$ cat src/rtl/cam_pkg.sv
package cam_pkg;
    localparam int unsigned CAM_DEF_WORDS = 8;
    localparam int unsigned CAM_DEF_WIDTH = 8;
endpackage

$ cat src/rtl/cam_store.sv
module cam_store #(
    parameter int unsigned WORDS = 8,
    parameter int unsigned WIDTH = 8,
    parameter int unsigned IDX_W = $clog2(WORDS) + 1
) (
    input  logic                          clk,
    input  logic                          rst_n,
    input  logic                          wr_en,
    input  logic [IDX_W-1:0]              wr_idx,
    input  logic [WIDTH-1:0]              wr_word,
    output logic [WORDS-1:0][WIDTH-1:0]   ent_q
);
    localparam int unsigned SEL_W = $clog2(WORDS);

    logic [WORDS-1:0][WIDTH-1:0] ent_d;
    logic                        in_range;

    always_comb begin
        in_range = (wr_idx < IDX_W'(WORDS));
        ent_d    = ent_q;
        if (wr_en && in_range) begin
            ent_d[wr_idx[SEL_W-1:0]] = wr_word;
        end
    end

    always_ff @(posedge clk or negedge rst_n) begin
        if (!rst_n) ent_q <= '0;
        else        ent_q <= ent_d;
    end

    // an out-of-range index must leave the store untouched
    a_r8_oob_ignored: assert property (@(posedge clk) disable iff (!rst_n)
        (wr_en && !in_range) |=> $stable(ent_q));

    for (genvar g = 0; g < WORDS; g++) begin : g_chk
        // the addressed entry takes the written word
        a_r9_write_lands: assert property (@(posedge clk) disable iff (!rst_n)
            (wr_en && wr_idx == IDX_W'(g)) |=> (ent_q[g] == $past(wr_word)));
        // entries that are not addressed keep their contents
        a_r9_others_kept: assert property (@(posedge clk) disable iff (!rst_n)
            !(wr_en && wr_idx == IDX_W'(g)) |=> $stable(ent_q[g]));
    end
endmodule

$ cat src/rtl/cam_opreg.sv
module cam_opreg #(
    parameter int unsigned WIDTH = 8
) (
    input  logic             clk,
    input  logic             rst_n,
    input  logic             opnd_ld,
    input  logic [WIDTH-1:0] opnd_in,
    input  logic             mask_ld,
    input  logic [WIDTH-1:0] mask_in,
    output logic [WIDTH-1:0] opnd_q,
    output logic [WIDTH-1:0] mask_q
);
    typedef struct packed {
        logic [WIDTH-1:0] opnd;
        logic [WIDTH-1:0] mask;
    } ops_t;

    ops_t ops_d, ops_q;

    always_comb begin
        ops_d = ops_q;
        if (opnd_ld) ops_d.opnd = opnd_in;
        if (mask_ld) ops_d.mask = mask_in;
    end

    always_ff @(posedge clk or negedge rst_n) begin
        if (!rst_n) ops_q <= '0;
        else        ops_q <= ops_d;
    end

    assign opnd_q = ops_q.opnd;
    assign mask_q = ops_q.mask;

    // without a load strobe the operand and the mask hold
    a_r6_opnd_hold: assert property (@(posedge clk) disable iff (!rst_n)
        !opnd_ld |=> $stable(opnd_q));
    a_r6_mask_hold: assert property (@(posedge clk) disable iff (!rst_n)
        !mask_ld |=> $stable(mask_q));
endmodule

$ cat src/rtl/cam_match_row.sv
module cam_match_row #(
    parameter int unsigned WIDTH = 8
) (
    input  logic [WIDTH-1:0] opnd,
    input  logic [WIDTH-1:0] mask,
    input  logic [WIDTH-1:0] entry,
    output logic             hit
);
    logic [WIDTH-1:0] col_ok;

    for (genvar j = 0; j < WIDTH; j++) begin : g_col
        // equal bits, or a column that the mask leaves out
        assign col_ok[j] = ~(opnd[j] ^ entry[j]) | ~mask[j];
    end

    assign hit = &col_ok;
endmodule

$ cat src/rtl/cam_hit_reg.sv
module cam_hit_reg #(
    parameter int unsigned WORDS = 8
) (
    input  logic             clk,
    input  logic             rst_n,
    input  logic             srch_go,
    input  logic [WORDS-1:0] hit_raw,
    output logic [WORDS-1:0] hit_q
);
    logic [WORDS-1:0] hit_d;

    always_comb begin
        hit_d = hit_q;
        if (srch_go) hit_d = hit_raw;
    end

    always_ff @(posedge clk or negedge rst_n) begin
        if (!rst_n) hit_q <= '0;
        else        hit_q <= hit_d;
    end

    // the match vector moves only on a search edge
    a_r2_hold_idle: assert property (@(posedge clk) disable iff (!rst_n)
        !srch_go |=> $stable(hit_q));
endmodule

$ cat src/rtl/masked_cam.sv
module masked_cam
    import cam_pkg::*;
#(
    parameter int unsigned WORDS = CAM_DEF_WORDS,
    parameter int unsigned WIDTH = CAM_DEF_WIDTH,
    parameter int unsigned IDX_W = $clog2(WORDS) + 1
) (
    input  logic             clk,
    input  logic             rst_n,
    input  logic             wr_en,
    input  logic [IDX_W-1:0] wr_idx,
    input  logic [WIDTH-1:0] wr_word,
    input  logic             opnd_ld,
    input  logic [WIDTH-1:0] opnd_in,
    input  logic             mask_ld,
    input  logic [WIDTH-1:0] mask_in,
    input  logic             srch_go,
    output logic [WORDS-1:0] hit_vec
);
    logic [WORDS-1:0][WIDTH-1:0] ent_q;
    logic [WIDTH-1:0]            opnd_q;
    logic [WIDTH-1:0]            mask_q;
    logic [WORDS-1:0]            hit_raw;

    cam_store #(.WORDS(WORDS), .WIDTH(WIDTH), .IDX_W(IDX_W)) u_store (
        .clk(clk), .rst_n(rst_n), .wr_en(wr_en), .wr_idx(wr_idx),
        .wr_word(wr_word), .ent_q(ent_q)
    );

    cam_opreg #(.WIDTH(WIDTH)) u_ops (
        .clk(clk), .rst_n(rst_n), .opnd_ld(opnd_ld), .opnd_in(opnd_in),
        .mask_ld(mask_ld), .mask_in(mask_in), .opnd_q(opnd_q), .mask_q(mask_q)
    );

    for (genvar i = 0; i < WORDS; i++) begin : g_row
        cam_match_row #(.WIDTH(WIDTH)) u_row (
            .opnd(opnd_q), .mask(mask_q), .entry(ent_q[i]), .hit(hit_raw[i])
        );
    end

    cam_hit_reg #(.WORDS(WORDS)) u_hits (
        .clk(clk), .rst_n(rst_n), .srch_go(srch_go), .hit_raw(hit_raw),
        .hit_q(hit_vec)
    );

    // an empty mask makes every entry hit
    a_r5_empty_mask_all_hit: assert property (@(posedge clk) disable iff (!rst_n)
        (srch_go && mask_q == '0) |=> (&hit_vec));

    // an entry equal to the operand always hits, whatever the mask
    for (genvar i = 0; i < WORDS; i++) begin : g_eq
        a_r4_exact_hits: assert property (@(posedge clk) disable iff (!rst_n)
            (srch_go && ent_q[i] == opnd_q) |=> hit_vec[i]);
    end
endmodule

$ cat config.mk
export PLATFORM = sky130hd
export DESIGN_NAME = masked_cam
export DESIGN_NICKNAME = d
export VERILOG_FILES = /design/src/rtl/cam_pkg.sv /design/src/rtl/cam_store.sv /design/src/rtl/cam_opreg.sv /design/src/rtl/cam_match_row.sv /design/src/rtl/cam_hit_reg.sv /design/src/rtl/masked_cam.sv
export SDC_FILE = /design/constraint.sdc
export NUM_CORES = 1
export LEC_CHECK = 0
export ABC_CLOCK_PERIOD_IN_PS = 1550
export BUFFER_PORTS_ARGS = -buffer_cell sky130_fd_sc_hd__buf_2
export CAP_MARGIN = 10
export CORE_MARGIN = 2
export CORE_UTILIZATION = 40
export CTS_CLUSTER_SIZE = 14
export DETAILED_ROUTE_END_ITERATION = 10
export HOLD_SLACK_MARGIN = 0.05
export PLACE_DENSITY_LB_ADDON = 0.15
export SLEW_MARGIN = 10
export SYNTH_ARGS = -nofsm -noshare
export SYNTH_HDL_FRONTEND = slang
export SYNTH_SLANG_ARGS = --single-unit
export TNS_END_PERCENT = 30
$ cat constraint.sdc
create_clock -name clk -period 1.55 [get_ports clk]
set_clock_uncertainty 0.05 [all_clocks]
set_input_delay 0.0775 -clock clk [delete_from_list [all_inputs] [get_ports clk]]
set_output_delay 0.0775 -clock clk [all_outputs]
set_load 0.01 [all_outputs]
==> out/metrics.csv <==
stage;metric;value;unit
sta;period utilization;0.982;
layout;Antenna Cells;0;
critical_path;Worst Path Max Fanout;5;
sta;Worst Max-Slew Pin Slew;0.522;ns
sta;final worst setup slack;0.0285;ns
critical_path;critical path's slowest cell;dfrtp_2;
route;DRT Wirelength;9640;microns
power_and_ir_drop;pwr/cell area;1260;nW/um^2
route;drt drc;0;
yosys;Mapped Cells;308;
clock_network;clock transition at the registers of the reported paths;0.09;ns
global_route;global-route wire length before repair;15100;microns
global_route;initial antenna violation count;0;
clock_network;worst skew pair latency;0.37;ns
floorplan;DIE AREA;11500;sq um
critical_path;cell breakdown of the critical path;buf_4 -> xor2_1 -> a22o_1 -> a221oi_2 -> a32o_1;
layout;layout cells sized above 1;0.453;
critical_path;Setup crit end kind;flip-flop;
yosys;sequential area share after synthesis;0.517;
power_and_ir_drop;Lkg Pwr;2.38;nW
sta;Hold Vio Cnt, Final;0;
power_and_ir_drop;Total Power;6.59;mW
floorplan;Starting Density;0.412;
critical_path;Worst Setup Start Kind;flip-flop;
sta;Final Setup Violations;0;
clock_network;H-tree Lvls;3;
yosys;post-synthesis average cell area;13.8;sq um
clock_network;Max clock buf depth;2;
layout;NumNets Final;413;
yosys;Synth Net Count;342;
yosys;synth unique cells;24;
sta;Slew HR;0.652;
layout;Layout area overhead;23.0;%
critical_path;Slowest Stage Delay on Critical Path;0.41;ns
sta;WHS;0.0671;ns
route;ANT nets after route;0;
global_route;Overflow after GRT;0;
sta;fin crit period;1.52;ns
sta;highest clock rate;657;MHz
sta;RSZ-0062 raised after global routing;yes;
route;DRT iter0 DRCs;136;
critical_path;Data arrival, critical path;1.78;ns
layout;Design Area, Final;5240;sq um
floorplan;I/O pins;42;
sta;fin. max-slew vios;0;
clock_network;root buffer cell;clkbuf_8;
placed_design;GPL Wtd Cong;0.785;
sta;Sum Neg Setup Slack;0;ns
layout;fill count;901;
clock_network;CTS tree;yes;
floorplan;die height;107;microns
floorplan;Die X;107;microns
clock_network;total CTS buffers;9;
critical_path;Required @ worst endpoint;1.81;ns
floorplan;core area;10300;sq um
global_route;vias in the first global route;2670;
power_and_ir_drop;VDD IR max;0.495;mV
yosys;post-synthesis cell area;4260;sq um
critical_path;WS Path Type;reg -> reg;
yosys;Synth Warn #;0;
job;Max Cap Viol;0;
route;per-cell routed wire length;18.5;microns
placed_design;pre-CTS WS;-0.127;ns
global_route;All-Layer GR Usage;0.182;
placed_design;HPWL after detailed placement;6710;microns
placed_design;Placement Cell Area;4680;sq um
yosys;FF+latch count, synth;88;
route;vias;2686;
clock_network;clk sinks;88;
floorplan;number of cell rows;37;
route;drt pass-1 iters;4;
layout;final core occ;0.507;
hold_path;HP Class;in -> async;
placed_design;port bufs;41;
run_status;status;finished, final reports clean;
placed_design;DP Cell Count;477;
global_route;largest net degree at the start of global routing;38;
route;via/cell ratio;5.17;
layout;Layout Cells excl Fill;520;
==> placed cells by master (no fill, tap or decap), types with 2 or more instances in the layout <==
master          n
bufinv_16       2
buf_2          41
mux2_2         80
dlygate4sd3_1  25
clkinvlp_4      2
a21oi_1         8
a222oi_1        8
dfrtp_2         4
dfrtp_1        84
a22o_1          8
nand3b_2        2
xor2_1         64
buf_12          4
clkbuf_8       12
a221oi_2        8
nor3b_4         3
buf_4          13
a32o_1          8
==> flip-flops by register name, indices dropped and copies added, names as in the netlist <==
register	flops
u_hits.hit_q	8
u_ops.mask_q	8
u_store.ent_q	64
u_ops.opnd_q	8
==> critical path: cells and delay by family (launching register included) <==
kind / cells / cell delay [ns]
flip-flops: 1 / 0.41
XOR/XNOR: 1 / 0.16
buffers and inverters: 1 / 0.16
AO/OA/AOI/OAI: 3 / 0.69
==> report_power, final <==
group,switching (mW),total [mW],internal [mW]
Clock,0.816,1.86,1.04
Combinational,0.660,1.56,0.901
Sequential,0.407,3.17,2.77
Total,1.88,6.59,4.71
==> synth_stat cells (all sizes together) <==
master         number  area (sq um)
inv                 1          3.75
nand2b              1          6.26
and3                1          6.26
nand2               2          10.0
mux2               80           901
a21oi               8          40.0
a32o                8          80.1
clkbuf             12          46.3
a22o                8          70.1
a222oi              8          80.1
nand3b              3          42.5
nor2                2          10.0
xor2               64           561
dfrtp              88          2200
clkdlybuf4s18       1          10.0
nor3b               3          56.3
buf                10          61.3
a221oi              8          70.1
==> what timing repair did <==
| item | 4_1_cts | 5_1_grt |
|---|---|---|
| pin swaps | 0 | 10 |
| setup endpoints to repair | 8 | 6 |
| hold endpoints to repair | 168 | 0 |
| hold buffers | 25 | 0 |
| setup buffers | 0 | 2 |
| resized for setup | 12 | 1 |
==> logic make-up (layout without fill, tap and decap cells) <==
kind of cell,count (synthesis),after routing,share of synthesized area
multiplexers,80,80,0.212
XOR/XNOR,64,64,0.132
buffers and inverters,24,100,0.0285
AND/OR/NAND/NOR,12,12,0.0309
AO/OA/AOI/OAI,40,40,0.0800
flip-flops,88,88,0.517
==> layer usage <==
metal	GRT usage	wire [microns]	vias up
li1	-	-	1259
met1	0.264	4920	1364
met2	0.262	4250	51
met3	0.0432	297	12
met4	0.0686	172	0
met5	0	0	-
==> final timing paths <==
check | start | end | slack, ns | cells past startpoint
worst max-delay path | u_ops.opnd_q[6]$_DFFE_PN0P_ | u_hits.hit_q[4]$_DFFE_PN0P_ | 0.03 | 5
worst max register to register | u_ops.opnd_q[6]$_DFFE_PN0P_ | u_hits.hit_q[4]$_DFFE_PN0P_ | 0.03 | 5
worst min-delay path | rst_n | u_store.ent_q[16]$_DFFE_PN0P_ | 0.07 | 2
max in group asynchronous | rst_n | u_store.ent_q[50]$_DFFE_PN0P_ | 0.83 | 3
worst min register to register | u_hits.hit_q[7]$_DFFE_PN0P_ | u_hits.hit_q[7]$_DFFE_PN0P_ | 0.45 | 1
min in group clk | mask_ld | u_ops.mask_q[6]$_DFFE_PN0P_ | 0.09 | 2
==> final cells by class <==
class,instances,area (sq um),share of cell area
sequential,88,2210,0.421
multi-input combinational,196,1980,0.379
timing repair buffer,83,633,0.121
tap,136,170,0.0325
clock buffer,12,165,0.0315
clock inverter,4,75.1,0.0143
inverter,1,3.75,0.000717
Note: power is estimated with default switching activity, not from simulation.
